**src/rtl/lpm_pkg.sv**
```systemverilog
package lpm_pkg;

  typedef enum logic [1:0] {
    MODE_RUN  = 2'd0,
    MODE_VLPR = 2'd1,
    MODE_STOP = 2'd2,
    MODE_VLPS = 2'd3
  } lpm_mode_e;

  function automatic logic mode_is_stop(lpm_mode_e m);
    return (m == MODE_STOP) || (m == MODE_VLPS);
  endfunction

  function automatic logic mode_lowv(lpm_mode_e m);
    return (m == MODE_VLPR) || (m == MODE_VLPS);
  endfunction

  // Landing mode for a wake taken in a stop mode.
  function automatic lpm_mode_e wake_dest(lpm_mode_e m, logic from_run, logic to_run);
    case (m)
      MODE_STOP: return MODE_RUN;
      MODE_VLPS: return (from_run || to_run) ? MODE_RUN : MODE_VLPR;
      default:   return m;
    endcase
  endfunction

endpackage

```
**src/rtl/lpm_wake_sync.sv**
```systemverilog
module lpm_wake_sync #(
  parameter int STAGES = 2
) (
  input  logic clk,
  input  logic rst_n,
  input  logic async_in,
  output logic sync_out
);
  logic [STAGES-1:0] sh_q;

  generate
    if (STAGES == 1) begin : g_single
      always_ff @(posedge clk or negedge rst_n) begin
        if (!rst_n) sh_q <= '0;
        else        sh_q <= async_in;
      end
    end else begin : g_chain
      always_ff @(posedge clk or negedge rst_n) begin
        if (!rst_n) sh_q <= '0;
        else        sh_q <= {sh_q[STAGES-2:0], async_in};
      end
    end
  endgenerate

  assign sync_out = sh_q[STAGES-1];
endmodule

```
**src/rtl/lpm_stop_decode.sv**
```systemverilog
module lpm_stop_decode
  import lpm_pkg::*;
#(
  parameter int                SEL_W     = 3,
  parameter logic [SEL_W-1:0]  CODE_STOP = '0,
  parameter logic [SEL_W-1:0]  CODE_VLPS = SEL_W'(2)
) (
  input  lpm_mode_e         mode,
  input  logic              strobe,
  input  logic [SEL_W-1:0]  sel,
  input  logic              stop_en,
  input  logic              wait_en,
  input  logic              irst_dis,
  output logic              enter_stop,
  output logic              enter_vlps,
  output logic              vlps_from_run,
  output logic              trap_reset,
  output logic              trap_exc
);
  logic allowed;
  logic armed;

  always_comb begin
    allowed       = strobe && !mode_is_stop(mode);
    armed         = stop_en || wait_en;
    trap_reset    = allowed && !armed && !irst_dis;
    trap_exc      = allowed && !armed &&  irst_dis;
    enter_stop    = allowed && armed && (sel == CODE_STOP) && (mode == MODE_RUN);
    enter_vlps    = allowed && armed && (sel == CODE_VLPS);
    vlps_from_run = enter_vlps && (mode == MODE_RUN);
  end

  // at most one outcome per strobe
  always_comb begin
    a_r9_one_outcome: assert ($onehot0({enter_stop, enter_vlps, trap_reset, trap_exc}));
  end
endmodule

```
**src/rtl/lpm_ctrl.sv**
```systemverilog
module lpm_ctrl
  import lpm_pkg::*;
#(
  parameter int                SEL_W       = 3,
  parameter logic [SEL_W-1:0]  CODE_STOP   = '0,
  parameter logic [SEL_W-1:0]  CODE_VLPS   = SEL_W'(2),
  parameter int                SYNC_STAGES = 2
) (
  input  logic              clk,
  input  logic              rst_n,
  input  logic              stop_strobe,
  input  logic [SEL_W-1:0]  stop_sel,
  input  logic              stop_en,
  input  logic              wait_en,
  input  logic              wake_to_run,
  input  logic              irst_dis,
  input  logic              dbg_en,
  input  logic              lp_req,
  input  logic              wake_irq,
  output logic [1:0]        mode,
  output logic              cpu_clk_en,
  output logic              per_clk_en,
  output logic              reg_stop,
  output logic              rst_req,
  output logic              illegal_exc,
  output logic              wake_done
);
  lpm_mode_e mode_q, mode_d;
  logic from_run_q, from_run_d;
  logic dbg_q, dbg_d;
  logic rst_req_q, exc_q, wake_done_q;

  // Named internal events
  logic wake_s, wake_hit;
  logic enter_stop, enter_vlps, vlps_from_run, trap_reset, trap_exc;

  lpm_wake_sync #(.STAGES(SYNC_STAGES)) u_sync (
    .clk      (clk),
    .rst_n    (rst_n),
    .async_in (wake_irq),
    .sync_out (wake_s)
  );

  lpm_stop_decode #(
    .SEL_W     (SEL_W),
    .CODE_STOP (CODE_STOP),
    .CODE_VLPS (CODE_VLPS)
  ) u_dec (
    .mode          (mode_q),
    .strobe        (stop_strobe),
    .sel           (stop_sel),
    .stop_en       (stop_en),
    .wait_en       (wait_en),
    .irst_dis      (irst_dis),
    .enter_stop    (enter_stop),
    .enter_vlps    (enter_vlps),
    .vlps_from_run (vlps_from_run),
    .trap_reset    (trap_reset),
    .trap_exc      (trap_exc)
  );

  assign wake_hit = wake_s && mode_is_stop(mode_q);

  always_comb begin
    mode_d     = mode_q;
    from_run_d = from_run_q;
    dbg_d      = dbg_q;
    if (wake_hit) begin
      mode_d = wake_dest(mode_q, from_run_q, wake_to_run);
    end else if (enter_stop) begin
      mode_d = MODE_STOP;
      dbg_d  = dbg_en;
    end else if (enter_vlps) begin
      mode_d     = MODE_VLPS;
      from_run_d = vlps_from_run;
      dbg_d      = dbg_en;
    end else if (!stop_strobe) begin
      if (mode_q == MODE_RUN && lp_req)        mode_d = MODE_VLPR;
      else if (mode_q == MODE_VLPR && !lp_req) mode_d = MODE_RUN;
    end
  end

  always_ff @(posedge clk or negedge rst_n) begin
    if (!rst_n) begin
      mode_q      <= MODE_RUN;
      from_run_q  <= 1'b0;
      dbg_q       <= 1'b0;
      rst_req_q   <= 1'b0;
      exc_q       <= 1'b0;
      wake_done_q <= 1'b0;
    end else begin
      mode_q      <= mode_d;
      from_run_q  <= from_run_d;
      dbg_q       <= dbg_d;
      rst_req_q   <= rst_req_q || trap_reset;
      exc_q       <= trap_exc;
      wake_done_q <= wake_hit;
    end
  end

  assign mode        = mode_q;
  assign per_clk_en  = !mode_is_stop(mode_q);
  assign cpu_clk_en  = !mode_is_stop(mode_q) || dbg_q;
  assign reg_stop    = mode_lowv(mode_q);
  assign rst_req     = rst_req_q;
  assign illegal_exc = exc_q;
  assign wake_done   = wake_done_q;

  // enabled stop request with the stop code from run enters stop
  a_r2_stop_entry: assert property (@(posedge clk) disable iff (!rst_n)
    (stop_strobe && (stop_en || wait_en) && stop_sel == CODE_STOP && mode_q == MODE_RUN)
    |=> (mode_q == MODE_STOP));

  // low-power stop entered from run always wakes to run
  a_r4_forced_run: assert property (@(posedge clk) disable iff (!rst_n)
    (mode_q == MODE_VLPS && from_run_q && wake_s) |=> (mode_q == MODE_RUN));

  // debug at entry keeps the CPU clock but not the peripheral clock
  a_r6_dbg_cpu_kept: assert property (@(posedge clk) disable iff (!rst_n)
    (enter_stop && dbg_en) |=> (cpu_clk_en && !per_clk_en));

  // reset request is sticky; exception is a pulse with no mode move
  a_r8_rst_sticky: assert property (@(posedge clk) disable iff (!rst_n)
    rst_req |=> rst_req);
  a_r8_exc_pulse: assert property (@(posedge clk) disable iff (!rst_n)
    trap_exc |=> (illegal_exc && $stable(mode_q)));

  // stop code from low-power run is ignored
  a_r9_vlpr_ignore: assert property (@(posedge clk) disable iff (!rst_n)
    (stop_strobe && (stop_en || wait_en) && stop_sel == CODE_STOP && mode_q == MODE_VLPR)
    |=> (mode_q == MODE_VLPR));

  // a stop mode is held until the synchronised wake arrives
  a_r10_hold_stop: assert property (@(posedge clk) disable iff (!rst_n)
    (mode_is_stop(mode_q) && !wake_s) |=> $stable(mode_q));

  // wake_done marks a real exit from a stop mode
  a_r11_done_exit: assert property (@(posedge clk) disable iff (!rst_n)
    wake_done |-> (!mode_is_stop(mode_q) &&
                   ($past(mode_q) == MODE_STOP || $past(mode_q) == MODE_VLPS)));
endmodule

```
**config.mk**
```make
export PLATFORM = sky130hd
export DESIGN_NAME = lpm_ctrl
export DESIGN_NICKNAME = d
export VERILOG_FILES = /design/src/rtl/lpm_pkg.sv /design/src/rtl/lpm_wake_sync.sv /design/src/rtl/lpm_stop_decode.sv /design/src/rtl/lpm_ctrl.sv
export SDC_FILE = /design/constraint.sdc
export NUM_CORES = 1
export LEC_CHECK = 0
export BUFFER_PORTS_ARGS = -buffer_cell sky130_fd_sc_hd__buf_2
export CORE_AREA = 2 2 39 41
export DETAILED_ROUTE_END_ITERATION = 6
export DIE_AREA = 0 0 41 43
export PLACE_DENSITY = 0.63
export SLEW_MARGIN = 20
export SYNTH_ARGS = -nofsm -noshare
export SYNTH_HDL_FRONTEND = slang
export SYNTH_SLANG_ARGS = --single-unit
export TNS_END_PERCENT = 10
```
**constraint.sdc**
```tcl
create_clock -name clk -period 1.6 [get_ports clk]
set_input_delay 0.16 -clock clk [delete_from_list [all_inputs] [get_ports clk]]
set_output_delay 0.16 -clock clk [all_outputs]
set_load 0.05 [all_outputs]
```
==> results.md <==
- Synth warnings: 0
- Power per cell area: 1140 mW/mm^2
- Worst slew margin: 0.837
- Hold Startpoint: irst_dis
- H-tree lvl count: 1
- Crit-path max FO: 8
- Starting Density: 0.273
- Worst Hold Depth: 2
- Fillers: 140
- Cell area after layout: 541 sq um
- Post-layout minimum cycle time: 1.35 ns
- Layout area overhead: 43.0%
- Maximum vdd drop: 0.613 mV
- ANT cells: 0
- MaxCap Viol Count: 0
- IO Count: 21
- Core ar.: 0.00138 sq mm
- Initial drt markers: 4
- Final Hold Vio Count: 0
- Via-to-Cell Ratio: 4.25
- Grt total ovfl: 0
- Mux cell area share after synthesis: 0.0695
- Synth Area in Adders: 0
- Final cell count without fillers: 73
- Initial antenna violation count: 0
- WP data required: 1.44 ns
- PnR Total Power: 616 uW
- FF+latch count, synth: 9
- Leak Pwr: 0.270 nW
- Syn Nets: 45
- Setup CP Type: register to output port
- Startpoint types: register
- Worst Hold End: rst_req
- Post-Synthesis Cells: 32
- Worst setup EP type: output port
- DR DRC count: 0
- Placed insts: 67
- Placement Setup Slack: 0.294 ns
- Vias in the first global route: 265
- Max clock buf depth: 2
- Final critical-path share of the clock period: 0.843
- Largest family of logic cells by synthesized area: simple AND/OR/NAND/NOR gates
- FF-to-FF setup slack: 0.29 ns
- Reg area: 225 sq um
- Final net count: 71
- Post-synthesis simple-gate area fraction: 0.281
- Buffers added on ports: 20
- FMAX: 742 MHz
- Wire per inst: 10.7 microns
- Antenna viol nets, final: 0
- Final Skew: 0.0111 ns
- Final worst slack: 0.251 ns
- CTS tree: done
- DRT Pass-1 Iters: 2
- Die Area: 0.00176 sq mm
- R2r startpoint: mode[1]
- Xor-xnor portion of the synthesized cell area: 0
- Area occupied by multi-input gates: 145 sq um
- Share of layout cells above drive strength 1: 0.439
- Reg2reg end: from_run_q
- Cts bufs inserted: 3
- Post-route setup TNS: 0 ns
- Total Routing Usage GR: 0.108
- Compound-cell area share of the yosys netlist: 0.0331
- Worst hold-check path type: input pin to register
- Largest net degree at the start of global routing: 10
- Register area share after synthesis: 0.596
- Clk Latency, worst-skew pair: 0.26 ns
- Count of pins over their slew limit: 0
- First-pass GRT wire length: 1190 microns
- Via count: 310
- Clock Tree Root: clkbuf_4
- WP data arrival: 1.19 ns
- Post-DP HPWL: 592 microns
- Synth cell types: 19
- Worst slew pin tran: 0.243 ns
- Final setup viols: 0
- # rows: 14
- RD Place Congestion: 0.648
- Syn Area/Cell: 11.8 sq um
- Mapped Area: 378 sq um
- Unrepaired setup endpoints after global routing: no
- Placed inst area: 494 sq um
- Status: finished clean
- Total Wirelength: 781 microns
- Die Wd: 41 microns
- Die Ht: 43 microns
- CTS sink cnt: 9
- Worst-path clk slew: 0.07 ns
- Reg2reg path depth: 3
[layer usage]
| metal | share of wire | global-route usage | up-vias |
|---|---|---|---|
| met5 | 0 | 0 | - |
| li1 | - | - | 159 |
| met3 | 0.092 | 0.0995 | 0 |
| met2 | 0.47 | 0.128 | 13 |
| met4 | 0 | 0.0200 | 0 |
| met1 | 0.44 | 0.144 | 138 |
[cells in the final DEF, fill, tap and decap left out, types with 2 or more instances in the layout]
cell type       n
nor2_1          4
nand3b_1        2
nand2_1         2
buf_2          20
dlygate4sd3_1   2
clkbuf_4        3
dfrtp_1         9
[logic make-up (layout without fill, tap and decap cells)]
family | after synthesis | count (layout)
AND/OR/NAND/NOR | 17 | 17
flip-flops | 9 | 9
AO/OA/AOI/OAI | 2 | 2
multiplexers | 2 | 2
buffers and inverters | 2 | 27
[sequential cells by signal (all words and copies together), names as in the netlist]
signal / count
wake_done: 1
dbg_q: 1
mode: 2
u_sync.sh_q: 2
rst_req: 1
from_run_q: 1
illegal_exc: 1
[where the power goes]
part / switching, mW / internal, mW / total, mW
registers: 0.0223 / 0.258 / 0.280
logic: 0.101 / 0.0589 / 0.160
clock network: 0.0807 / 0.0960 / 0.177
[cells in the mapped netlist]
master    number  share of area
inv_1          1         0.0099
o21ai_0        1          0.013
nand4_1        1          0.017
and3_1         1          0.017
mux2_4         1          0.040
clkbuf_1       1         0.0099
nand3b_1       2          0.040
dfrtp_1        9           0.60
or3b_1         1          0.023
nor4b_2        1          0.040
o21bai_1       1          0.020
nor2_1         4          0.040
and2_1         1          0.017
or2b_1         1          0.020
nand2b_1       1          0.017
nand2_1        2          0.020
nand3_1        1          0.013
and2b_1        1          0.020
mux2_1         1          0.030
[worst max-delay path, cell delays in order, from the launching register on]
cell	delay (ns)
dfrtp_1	0.46
or2b_1	0.26
buf_2	0.21
[metrics by stage]
step                hold WS (ns)   util
floorplan                 -0.136      -
global placement          0.0216  0.357
detailed placement        0.0263  0.357
CTS                       0.0865  0.391
global route              0.0921  0.391
finish                    0.0959  0.391
[what timing repair did]
item | 4_1_cts | 5_1_grt
endpoints found under the hold margin | 10 | 0
gates resized for setup | 0 | 0
hold buffers | 2 | 0
buffers inserted | 0 | 0
[layout make-up]
cell class	count	share of cell area
Clock buffer	4	0.0486
Inverter	1	0.00694
Multi-Input combinational cell	21	0.269
Sequential cell	9	0.417
Tap cell	16	0.0370
Timing Repair Buffer	22	0.222
[worst max-delay path by stage]
stage                     startpoint    endpoint  slack (ns)  cells past startpoint
after global placement       mode[1]  from_run_q        0.33                      3
final                        mode[1]  cpu_clk_en        0.25                      2
after global routing         mode[1]  cpu_clk_en        0.16                      2
after CTS                    mode[1]  cpu_clk_en        0.23                      2
after detailed placement     mode[1]  from_run_q        0.29                      3
after floorplan              mode[1]  from_run_q        0.13                      3
Power figures use the tool's default switching activity.
